==> config.mk <==
export PLATFORM = sky130hd
export DESIGN_NAME = planeMaskSeq
export DESIGN_NICKNAME = d
export VERILOG_FILES = /design/src/rtl/planeSeqPkg.sv /design/src/rtl/planeSeqCtrl.sv /design/src/rtl/planeSeqRegs.sv /design/src/rtl/planeMaskSeq.sv
export SDC_FILE = /design/constraint.sdc
export NUM_CORES = 1
export LEC_CHECK = 0
export ABC_AREA = 1
export BUFFER_PORTS_ARGS = -buffer_cell sky130_fd_sc_hd__buf_4
export CAP_MARGIN = 30
export CORE_AREA = 10 10 64 71
export CTS_BUF_LIST = sky130_fd_sc_hd__clkbuf_16
export CTS_CLUSTER_DIAMETER = 30
export DETAILED_ROUTE_END_ITERATION = 10
export DIE_AREA = 0 0 74 81
export PLACE_DENSITY = 0.82
export SLEW_MARGIN = 40
export SYNTH_ARGS = -nofsm -noshare
export SYNTH_HDL_FRONTEND = slang
export SYNTH_SLANG_ARGS = --single-unit
==> constraint.sdc <==
create_clock -name clk -period 1.3 [get_ports clk]
set_input_delay 0.325 -clock clk [delete_from_list [all_inputs] [get_ports clk]]
set_output_delay 0.325 -clock clk [all_outputs]
set_load 0.01 [all_outputs]
==> src/rtl/planeSeqPkg.sv <==
package planeSeqPkg;
  // Strobes decoded by control and consumed by the register datapath
  typedef struct packed {
    logic idxWr;   // load index register
    logic maskWr;  // load plane mask
    logic idxRd;   // drive index onto read bus
    logic dataRd;  // drive selected register onto read bus
  } seqStrobe_t;
endpackage

==> src/rtl/planeSeqCtrl.sv <==
module planeSeqCtrl
  import planeSeqPkg::*;
#(
  parameter int ADDR_W     = 16,
  parameter int DATA_W     = 8,
  parameter logic [ADDR_W-1:0] INDEX_PORT = 16'h03C4,
  parameter logic [ADDR_W-1:0] DATA_PORT  = 16'h03C5,
  parameter logic [DATA_W-1:0] MASK_INDEX = 8'h02
) (
  input  logic [ADDR_W-1:0] ioAddr,
  input  logic              ioWr,
  input  logic              ioRd,
  input  logic [DATA_W-1:0] indexQ,
  output seqStrobe_t        strobe
);
  logic hitIndex;
  logic hitData;
  logic maskSel;

  always_comb begin
    hitIndex = (ioAddr == INDEX_PORT);
    hitData  = (ioAddr == DATA_PORT);
    maskSel  = (indexQ == MASK_INDEX);
    strobe.idxWr  = ioWr && hitIndex;
    strobe.maskWr = ioWr && hitData && maskSel;
    strobe.idxRd  = ioRd && hitIndex;
    strobe.dataRd = ioRd && hitData;
  end
endmodule

==> src/rtl/planeSeqRegs.sv <==
module planeSeqRegs
  import planeSeqPkg::*;
#(
  parameter int DATA_W = 8,
  parameter int PLANES = 4,
  parameter logic [DATA_W-1:0] MASK_INDEX = 8'h02
) (
  input  logic                     clk,
  input  logic                     rstN,
  input  seqStrobe_t               strobe,
  input  logic [DATA_W-1:0]        ioWrData,
  input  logic                     memWrReq,
  input  logic [DATA_W-1:0]        memWrData,
  output logic [DATA_W-1:0]        indexQ,
  output logic [PLANES-1:0]        maskQ,
  output logic [DATA_W-1:0]        ioRdData,
  output logic [PLANES-1:0]        planeWrEn,
  output logic [PLANES*DATA_W-1:0] planeWrData
);
  localparam int PAD_W = DATA_W - PLANES;

  always_ff @(posedge clk) begin
    if (!rstN) begin
      indexQ <= '0;
      maskQ  <= '1;
    end else begin
      if (strobe.idxWr)  indexQ <= ioWrData;
      if (strobe.maskWr) maskQ  <= ioWrData[PLANES-1:0];
    end
  end

  always_comb begin
    ioRdData = '0;
    if (strobe.idxRd) begin
      ioRdData = indexQ;
    end else if (strobe.dataRd && indexQ == MASK_INDEX) begin
      ioRdData = {{PAD_W{1'b0}}, maskQ};
    end
  end

  for (genvar p = 0; p < PLANES; p++) begin : gPlane
    assign planeWrEn[p] = memWrReq & maskQ[p];
    assign planeWrData[p*DATA_W +: DATA_W] = memWrData;
  end
endmodule

==> src/rtl/planeMaskSeq.sv <==
module planeMaskSeq
  import planeSeqPkg::*;
#(
  parameter int ADDR_W = 16,
  parameter int DATA_W = 8,
  parameter int PLANES = 4,
  parameter logic [ADDR_W-1:0] INDEX_PORT = 16'h03C4,
  parameter logic [ADDR_W-1:0] DATA_PORT  = 16'h03C5,
  parameter logic [DATA_W-1:0] MASK_INDEX = 8'h02
) (
  input  logic                     clk,
  input  logic                     rstN,
  input  logic [ADDR_W-1:0]        ioAddr,
  input  logic [DATA_W-1:0]        ioWrData,
  input  logic                     ioWr,
  input  logic                     ioRd,
  output logic [DATA_W-1:0]        ioRdData,
  input  logic                     memWrReq,
  input  logic [DATA_W-1:0]        memWrData,
  output logic [PLANES-1:0]        planeWrEn,
  output logic [PLANES*DATA_W-1:0] planeWrData
);
  seqStrobe_t          strobe;
  logic [DATA_W-1:0]   indexQ;
  logic [PLANES-1:0]   maskQ;

  planeSeqCtrl #(
    .ADDR_W(ADDR_W), .DATA_W(DATA_W),
    .INDEX_PORT(INDEX_PORT), .DATA_PORT(DATA_PORT), .MASK_INDEX(MASK_INDEX)
  ) ctrl (
    .ioAddr(ioAddr), .ioWr(ioWr), .ioRd(ioRd), .indexQ(indexQ), .strobe(strobe)
  );

  planeSeqRegs #(
    .DATA_W(DATA_W), .PLANES(PLANES), .MASK_INDEX(MASK_INDEX)
  ) regs (
    .clk(clk), .rstN(rstN), .strobe(strobe), .ioWrData(ioWrData),
    .memWrReq(memWrReq), .memWrData(memWrData),
    .indexQ(indexQ), .maskQ(maskQ), .ioRdData(ioRdData),
    .planeWrEn(planeWrEn), .planeWrData(planeWrData)
  );
endmodule

==> flow_summary.yaml, run 1 <==
final_layout:
  num_antenna_cells: 0
  area_delta_synth_final_pct: 45.0
  finalInstanceArea_um2: 1630
  layout.nets: 247
  post-route-util: 0.507
  drive_above_1_share: 0.512
  nFillCells: 308
drt:
  antenna_left: 0
  wire_per_inst_um: 12.4
  drc_errors: 0
  drt_wl_total_um: 3050
  dr.pass1.iters: 4
  avgViaCountPerCell: 4.57
  drtIter0Drc: 79
  vias: 1119
logic_synthesis:
  yosys.area.top_type: "dfxtp_1"
  yosysMostFrequentCell: "nand2_1"
  syn_avg_cell_area_um2: 6.26
  synthArstFlopShare: 0
  synth_fp_nets: 217
  synthTopCellsByCount: "nand2_1, inv_1, buf_4, nor2_1"
  syn-cell-area_um2: 1130
  synth_top_area_frac: 0.213
  syn_inst: 180
  synth_cell_type_count: 17
  synth_edf_count: 0
  ys.flop_type: "dfxtp_1"
  ys_ff_latch: 12
  ys_seq_area_frac: 0.213
  yosysWarnings: 0
  ys_top_cells_by_area: "dfxtp_1, buf_4, nand2_1, inv_1, nor2_1"
global_routing:
  antenna_found_initial: 0
  grt_pass1_vias: 1076
  grt_max_degree: 13
  grt_pass1_wl_um: 4440
  overflow: 0
  gr-usage-all-layers: 0.0926
cts:
  clkSinkCount: 12
  clkSlewWorstSetupHoldPaths_ns: 0.04
  clkLatencyLatePin_ns: 0.25
  clockRootBuffer: "clkbuf_16"
  cts_buffers: 3
  cts_hold_buf: 0
  cts.path.max_buffers: 2
  h-tree-depth: 1
  cts_tree: "yes"
setup_path:
  r2r-end: "regs.maskQ[3]$_SDFFE_PN1P_"
  worst_ep_required_time_ns: 0.98
  critPathArrivalTime_ns: 1.36
  critPathCaptureType: "output port"
  worstReg2RegStart: "regs.indexQ[7]$_SDFFE_PN0P_"
  worstSetupStartpointType: "flip-flop"
  ff2ff_setup_slack_ns: -0.25
  path_max_fanout: 4
  worst_r2r_path_depth: 11
  crit_type: "reg -> out"
pwr:
  clkPwrFrac: 0.514
  p_sw_frac: 0.221
  intPower_w: 0.000869
  power_leakage_nw: 0.901
  powerDensity_nw_per_um2: 683
  vdd_drop_max_uv: 535
  seq_power_share: 0.331
  p_sw_w: 0.000247
  p_comb_frac: 0.155
timing:
  fmax_mhz: 593
  rsz0062_at_grt: "yes"
  worst_slew_pin_slew_ns: 0.246
  skew_ns: 0.00506
  fin_crit_ns: 1.69
  relSlewSlack: 0.836
  hold_viol: 0
  maxSlewViolCount: 0
  finalCritPeriodShare: 1.30
  finalSetupViolations: 12
  finalWorstSetupSlack_ns: -0.386
placement:
  dpl.hpwl_um: 2140
  finalWeightedCongestion: 0.776
  post_dp_cell_area_um2: 1380
  io_buffers: 40
die:
  io_pins: 81
  die_area_um2: 5990
  die_y_um: 81
  fp.coreArea_um2: 3220
  fp.dieW_um: 74
  initial_core_util: 0.350
  rows: 22
min_path:
  hp-class: "in -> reg"
  whs_endpoint: "regs.maskQ[1]$_SDFFE_PN1P_"
  whs_path_depth: 3
  min-delay-start: "ioWrData[1]"
run_status:
  outcome: "finished with violations"
  failed_checks: "negative setup slack"
run:
  maxCapViolCount: 0
[per-stage QoR]
stage	setup TNS (ns)	instances	hold WS [ns]	setup slack [ns]	total power (W)
floorplan	-0.379	180	0.446	-0.0546	0.000538
detailed placement	-2.64	234	0.479	-0.343	0.000538
global route	-3.86	245	0.367	-0.439	0.00115
global placement	-2.28	234	0.479	-0.313	0.000535
CTS	-2.45	239	0.339	-0.361	0.00112
finish	-3.11	245	0.345	-0.386	0.00112
[kinds of logic after synthesis]
family,after synthesis,share of synthesized area
DFF,12,0.213
buffers and inverters,73,0.351
AOI/OAI and AO/OA,4,0.0178
and+or+nand+nor,91,0.418
[layout by cell type (no fill, tap or decap)]
cell       count
buf_4         47
inv_1         31
nand2_1       29
nor2_1        15
buf_6         12
dfxtp_1       11
nor2_4         9
nand2_2        9
inv_2          8
nand4_1        8
nand3_1        7
nand3_2        5
nand2_4        3
nand3_4        3
o21ai_2        3
clkbuf_16      3
nor2_8         2
nor2_2         1
o21ai_4        1
clkinv_1       1
dfxtp_2        1
[what timing repair did]
action,in CTS,in global routing
endpoints found under the setup margin,9,12
setup buffers,1,6
pin swaps,1,12
resized for setup,13,25
gates cloned,0,0
[flip-flops by register name, summed over array words and instances (netlist names)]
| register | count |
|---|---|
| regs.indexQ | 8 |
| regs.maskQ | 4 |
[layer usage]
| metal | vias up | track usage | routed length (um) |
|---|---|---|---|
| li1 | 562 | - | - |
| met4 | 0 | 0.0634 | 111 |
| met2 | 55 | 0.158 | 1570 |
| met5 | - | 0 | 0 |
| met3 | 10 | 0.0378 | 285 |
| met1 | 492 | 0.0889 | 1090 |
[power groups by stage]
stage	combinational, W	sequential [W]	clock [W]
2_1_floorplan	0.000162	0.000376	0
3_3_place_gp	0.000159	0.000376	0
3_5_place_dp	0.000162	0.000376	0
4_1_cts	0.000173	0.000369	0.000581
5_1_grt	0.000190	0.000369	0.000594
6_report	0.000173	0.000369	0.000573
[worst max path at each step]
stage	from	to	slack (ns)	cells after the start
global placement	ioAddr[13]	ioRdData[2]	-0.31	9
finish	regs.indexQ[7]$_SDFFE_PN0P_	ioRdData[2]	-0.39	8
global route	regs.indexQ[7]$_SDFFE_PN0P_	ioRdData[3]	-0.44	8
CTS	regs.indexQ[2]$_SDFFE_PN0P_	ioRdData[3]	-0.36	8
floorplan	ioAddr[13]	ioRdData[4]	-0.05	5
detailed placement	ioAddr[15]	ioRdData[3]	-0.34	9
[final cells by class]
cell class	instances	area, um2	area share
Inverter	39	146	0.0897
Tap cell	36	45.0	0.0276
Multi-Input combinational cell	95	633	0.388
Sequential cell	12	241	0.148
Clock inverter	1	3.75	0.00230
Clock buffer	3	75.1	0.0460
Timing Repair Buffer	59	488	0.299
[worst max-delay path, cell delays in order, from the launching register on]
cell     delay (ns)
dfxtp_1        0.31
inv_2          0.06
nand2_2        0.06
nor2_4         0.11
nand2_2        0.09
nor2_4         0.18
nand3_2        0.10
o21ai_2        0.08
buf_6          0.12
(Power assumes the default switching activity.)
==> run 2, diff against run 1 <==
--- a/config.mk
+++ b/config.mk
@@ -8,13 +8,14 @@
 export ABC_AREA = 1
 export BUFFER_PORTS_ARGS = -buffer_cell sky130_fd_sc_hd__buf_4
 export CAP_MARGIN = 30
-export CORE_AREA = 10 10 64 71
+export CORE_AREA = 10 10 60 67
 export CTS_BUF_LIST = sky130_fd_sc_hd__clkbuf_16
 export CTS_CLUSTER_DIAMETER = 30
 export DETAILED_ROUTE_END_ITERATION = 10
-export DIE_AREA = 0 0 74 81
-export PLACE_DENSITY = 0.82
+export DIE_AREA = 0 0 70 77
+export PLACE_DENSITY = 0.83
 export SLEW_MARGIN = 40
 export SYNTH_ARGS = -nofsm -noshare
 export SYNTH_HDL_FRONTEND = slang
+export SYNTH_HIERARCHICAL = 1
 export SYNTH_SLANG_ARGS = --single-unit
==> constraint.sdc (replaced) <==
create_clock -name clk -period 1.77 [get_ports clk]
set_input_delay 0.4425 -clock clk [delete_from_list [all_inputs] [get_ports clk]]
set_output_delay 0.4425 -clock clk [all_outputs]
set_load 0.01 [all_outputs]
==> run 2 against run 1 <==
The flow still finishes with violations (negative setup slack). Setup slack improved by 0.15 ns. Combinational power fell by 38%. Power fell by 30%. Non-clock buffer count fell by 9. Cell area fell by 16%. Synthesized cell count fell by 12%. Via count fell by 13%. Die area fell by 10%. Wire length fell by 9.7%. Clock power fell by 29%. First-iteration DRC count fell by 35%. Clock-buffer cell count did not move. Critical endpoint is now ioRdData[3]. Largest cell class is now buffers.
==> flow_summary.yaml, run 2 <==
run_status:
  outcome: "finished with violations"
  failed_checks: "negative setup slack"
final_layout:
  drive_above_1_share: 0.458
  post-route-util: 0.508
  mostFrequentLayoutCells: "buf_4, nand2_1, buf_6"
  fin_cells: 212
  largest_reg_flops: 8
  registers.top_by_ff_count: "regs/indexQ"
  finalInstanceArea_um2: 1370
  top_regs: "regs/indexQ: 8 flops, regs/maskQ: 4 flops"
  layout.nets: 217
  num_antenna_cells: 0
  final_common_cell: "buf_4"
  area_delta_synth_final_pct: 39.6
drt:
  wire_per_inst_um: 13.0
  avgViaCountPerCell: 4.57
  dr.pass1.iters: 4
  antenna_left: 0
  drt_wl_total_um: 2750
  vias: 968
  drtIter0Drc: 51
  drc_errors: 0
placement:
  dpl.hpwl_um: 1950
  post_dp_cell_area_um2: 1100
  io_buffers: 40
  finalWeightedCongestion: 0.825
  dp.cells: 203
timing:
  worst_slew_pin_slew_ns: 0.255
  fin_crit_ns: 2.01
  fin_tns_setup_ns: -1.33
  finalCritPeriodShare: 1.13
  hold_viol: 0
  relSlewSlack: 0.829
  skew_ns: 0.000725
  fmax_mhz: 498
  finalSetupViolations: 8
  finalWorstSetupSlack_ns: -0.237
  rsz0062_at_grt: "yes"
  maxSlewViolCount: 0
logic_synthesis:
  ys_seq_area_frac: 0.244
  ys_ff_latch: 12
  synth_cell_type_count: 15
  syn-cell-area_um2: 983
  yosysMostFrequentCell: "buf_4"
  synth_fp_nets: 196
  syn_inst: 159
  yosys.area.top_type: "dfxtp_1"
  ys.flop_type: "dfxtp_1"
  ys_top_cells_by_area: "dfxtp_1, buf_4, nand2_1, nor2_1, inv_1"
  synthTopCellsByCount: "buf_4, nand2_1, nor2_1, inv_1, dfxtp_1"
  synth_edf_count: 0
  syn_avg_cell_area_um2: 6.19
  synth_top_area_frac: 0.244
  synthArstFlopShare: 0
  yosysWarnings: 6
setup_path:
  critPathArrivalTime_ns: 1.56
  cp_num_buf_inv: 2
  path_max_fanout: 4
  critical-path-max-stage-delay_ns: 0.15
  worst_ep_required_time_ns: 1.33
  worst_path_most_repeated_cell: "nand2_1"
  crit_chain: "buf_6, nor2_2, nand2_1, nor2_1, nand2_1, nor2_1, nand2_1, nor2_4, nand4_1, nand2_1, buf_6"
  cpMaxStageDelayCell: "nor2_4"
  worstSetupStartpointType: "primary input"
  critical_path.top_delay_family: "simple AND/OR/NAND/NOR gates"
  crit_type: "in -> out"
  critPathCaptureType: "output port"
global_routing:
  grt_pass1_wl_um: 4290
  overflow: 0
  gr-usage-all-layers: 0.0934
  grt_pass1_vias: 973
  grt_max_degree: 13
  antenna_found_initial: 0
cts:
  cts.path.max_buffers: 2
  clockRootBuffer: "clkbuf_16"
  cts_buffers: 3
  cts_tree: "yes"
  h-tree-depth: 1
  clkLatencyLatePin_ns: 0.24
  clkSinkCount: 12
  clkSlewWorstSetupHoldPaths_ns: 0.04
pwr:
  power_w: 0.000786
  power_leakage_nw: 0.698
  vdd_drop_max_uv: 518
  powerDensity_nw_per_um2: 573
run:
  maxCapViolCount: 0
die:
  io_pins: 81
  die_y_um: 77
  fp.dieW_um: 70
  rows: 20
  die_area_um2: 5390
  fp.coreArea_um2: 2700
  initial_core_util: 0.364
min_path:
  hp-class: "in -> reg"
## run 2: changes by cell type after synthesis, sizes merged, moves of 4 or more
cell   before  now
nand3      15    1
o21ai       4   12
nand2      41   30
inv        39   26
nand4       8    4
a21oi       0    8
nor2       27   31
## run 2: metal layers
layer	up-vias	wire length, um	track usage
met4	0	40	0.0395
met1	424	1120	0.108
li1	490	-	-
met5	-	0	0
met3	8	209	0.0283
met2	46	1390	0.154
## run 2: what timing repair did
item                       4_1_cts  5_1_grt
resized for setup               17       37
hold buffers                     0        0
pin swaps                        4       18
cloned                           1        0
setup endpoints to repair        8       12
hold endpoints to repair         0        0
setup buffers                    7        0
## run 2: worst min-delay path, stage by stage
cell and delay [ns]:
buf_4 0.08, a21oi_1 0.05, o21ai_0 0.06
## run 2: final timing paths
check | slack [ns] | end | cells past startpoint | startpoint
max reg2reg | 0.54 | regs/maskQ[2]$_SDFFE_PN1P_ | 8 | regs/indexQ[5]$_SDFFE_PN0P_
min reg2reg | 0.47 | regs/maskQ[1]$_SDFFE_PN1P_ | 2 | regs/maskQ[1]$_SDFFE_PN1P_
min | 0.43 | regs/maskQ[2]$_SDFFE_PN1P_ | 3 | ioWrData[2]
max | -0.24 | ioRdData[3] | 11 | ioAddr[5]
## run 2: layout make-up
cell class,instances,area (um2)
tap,33,41.3
clock buffer,3,75.1
timing repair buffer,50,458
sequential,12,240
multi-input combinational,87,454
inverter,26,100
fill,258,1330
clock inverter,1,3.75
## run 2: logic make-up after synthesis
family	count (synthesis)	synth area share
AO/OA/AOI/OAI	20	0.106
AND/OR/NAND/NOR	67	0.284
buffers and inverters	60	0.366
flip-flops	12	0.244
## run 2: power breakdown
group | internal, W | total [W] | switching, W
Clock | 0.000297 | 0.000408 | 0.000111
Sequential | 0.000271 | 0.000271 | 0.00000000276
Combinational | 0.0000659 | 0.000107 | 0.0000406
## run 2: through the flow
| stage | worst slack (ns) | hold WS, ns |
|---|---|---|
| floorplan | 0.0475 | 0.451 |
| global placement | -0.196 | 0.464 |
| detailed placement | -0.233 | 0.473 |
| CTS | -0.187 | 0.425 |
| global route | -0.337 | 0.437 |
| finish | -0.237 | 0.427 |
==> run 3, diff against run 2 <==
--- a/config.mk
+++ b/config.mk
@@ -8,11 +8,11 @@
 export ABC_AREA = 1
 export BUFFER_PORTS_ARGS = -buffer_cell sky130_fd_sc_hd__buf_4
 export CAP_MARGIN = 30
-export CORE_AREA = 10 10 60 67
+export CORE_AREA = 2 2 52 59
 export CTS_BUF_LIST = sky130_fd_sc_hd__clkbuf_16
 export CTS_CLUSTER_DIAMETER = 30
 export DETAILED_ROUTE_END_ITERATION = 10
-export DIE_AREA = 0 0 70 77
+export DIE_AREA = 0 0 54 61
 export PLACE_DENSITY = 0.83
 export SLEW_MARGIN = 40
 export SYNTH_ARGS = -nofsm -noshare
==> constraint.sdc (replaced) <==
create_clock -name clk -period 1.77 [get_ports clk]
set_input_delay 0.2655 -clock clk [delete_from_list [all_inputs] [get_ports clk]]
set_output_delay 0.2655 -clock clk [all_outputs]
set_load 0.01 [all_outputs]
==> run 3 against run 2 <==
The flow now finishes without violations. Combinational power shrank 14%. Power shrank 2.4%. Setup slack gained 0.37 ns. Clock skew is essentially flat. Sequential cell count is the same. Maximum frequency grew 22%. Largest power group unchanged.
==> flow_summary.yaml, run 3 (synthesized netlist as in run 2, its figures left out) <==
min_path:
  whs_endpoint: "regs/maskQ[3]$_SDFFE_PN1P_"
  min-delay-start: "ioWrData[3]"
  hp-class: "in -> reg"
  whs_path_depth: 3
timing:
  fin_tns_setup_ns: 0
  finalSetupViolations: 0
  fmax_mhz: 609
  rsz0062_at_grt: "no"
  finalCritPeriodShare: 0.928
  skew_ns: 0.000841
  maxSlewViolCount: 0
  worst_slew_pin_slew_ns: 0.480
  finalWorstSetupSlack_ns: 0.128
  fin_crit_ns: 1.64
  relSlewSlack: 0.679
  hold_viol: 0
global_routing:
  antenna_found_initial: 0
  grt_max_degree: 13
  grt_pass1_vias: 794
  overflow: 0
  grt_pass1_wl_um: 3200
  gr-usage-all-layers: 0.135
drt:
  drc_errors: 0
  antenna_left: 0
  drtIter0Drc: 16
  avgViaCountPerCell: 4.40
  vias: 906
  wire_per_inst_um: 10.4
  dr.pass1.iters: 4
  drt_wl_total_um: 2140
pwr:
  powerDensity_nw_per_um2: 638
  power_leakage_nw: 0.658
  vdd_drop_max_uv: 507
  power_w: 0.000767
die:
  rows: 20
  die_area_um2: 3290
  fp.coreArea_um2: 2700
  io_pins: 81
  fp.dieW_um: 54
  initial_core_util: 0.364
  die_y_um: 61
cts:
  cts_hold_buf: 0
  clkSinkCount: 12
  clkLatencyLatePin_ns: 0.24
  cts_tree: "yes"
  cts_buffers: 3
  cts.path.max_buffers: 2
  clockRootBuffer: "clkbuf_16"
  h-tree-depth: 1
  clkSlewWorstSetupHoldPaths_ns: 0.04
run:
  maxCapViolCount: 0
setup_path:
  worstReg2RegStart: "regs/indexQ[4]$_SDFFE_PN0P_"
  critPathArrivalTime_ns: 1.38
  path_max_fanout: 4
  critPathCaptureType: "output port"
  crit_type: "in -> out"
  ff2ff_setup_slack_ns: 0.45
  worst_ep_required_time_ns: 1.50
  worstSetupStartpointType: "primary input"
  worst_r2r_path_depth: 4
  r2r-end: "regs/maskQ[0]$_SDFFE_PN1P_"
placement:
  dp.cells: 200
  finalWeightedCongestion: 0.865
  dpl.hpwl_um: 1580
  io_buffers: 40
  dp_slack_ns: 0.152
  post_dp_cell_area_um2: 1080
final_layout:
  layout.nets: 212
  fin_cells: 206
  area_delta_synth_final_pct: 22.3
  nFillCells: 294
  registers.top_by_ff_count: "regs/indexQ"
  largest_reg_flops: 8
  finalInstanceArea_um2: 1200
  num_antenna_cells: 0
  drive_above_1_share: 0.364
  final_common_cell: "buf_4"
  top_regs: "regs/indexQ: 8 flops, regs/maskQ: 4 flops"
  mostFrequentLayoutCells: "buf_4, nand2_1, inv_1"
run_status:
  outcome: "complete, no violations"
==> run 3: layer usage <==
| layer | global-route usage | vias to the layer above | part of all wire |
|---|---|---|---|
| li1 | - | 479 | - |
| met1 | 0.145 | 397 | 0.40 |
| met2 | 0.226 | 20 | 0.50 |
| met3 | 0.0394 | 10 | 0.068 |
| met4 | 0.0929 | 0 | 0.030 |
| met5 | 0 | - | 0 |
==> run 3: how the worst max path moves through the flow <==
| stage | start | end | slack, ns | cells after the start |
|---|---|---|---|---|
| 2_1_floorplan | ioAddr[15] | ioRdData[3] | 0.40 | 9 |
| 3_3_place_gp | ioAddr[15] | ioRdData[3] | 0.16 | 11 |
| 3_5_place_dp | ioAddr[5] | ioRdData[3] | 0.15 | 11 |
| 4_1_cts | ioAddr[5] | ioRdData[3] | 0.13 | 11 |
| 5_1_grt | ioAddr[5] | ioRdData[3] | 0.002 | 11 |
| 6_report | ioAddr[11] | ioRdData[3] | 0.13 | 11 |
==> run 3: repair_timing <==
item | CTS | global route
hold endpoints to repair | 0 | 0
resized for setup | 0 | 8
endpoints found under the setup margin | 0 | 4
setup buffers | 0 | 3
==> run 3: worst max-delay path, cell delays in order <==
cell and delay (ns):
buf_4 0.12, nor2_4 0.09, nand2_2 0.05, nor2_2 0.11, nand2_1 0.07, nor2_1 0.10, nand2_1 0.08, nor2_4 0.14
nand4_1 0.13, nand2_1 0.10, buf_4 0.12
==> run 3: report_power, final <==
| part | internal, W | switching [W] |
|---|---|---|
| clock | 0.000293 | 0.000110 |
| sequential | 0.000271 | 0.00000000261 |
| combinational | 0.0000561 | 0.0000357 |
==> run 3: layout make-up <==
class	instances	area, um2	share of cell area
multi-input cells	87	410	0.341
repair buffers	45	338	0.281
flip-flops and latches	12	240	0.200
inverters	26	97.6	0.0812
clock buffers	3	75.1	0.0624
well taps	33	41.3	0.0343
==> run 3: metrics by stage <==
stage | util | hold WS, ns
4_1_cts | 0.426 | 0.244
2_1_floorplan | - | 0.376
3_3_place_gp | 0.399 | 0.466
6_report | 0.445 | 0.246
5_1_grt | 0.445 | 0.256
3_5_place_dp | 0.399 | 0.469
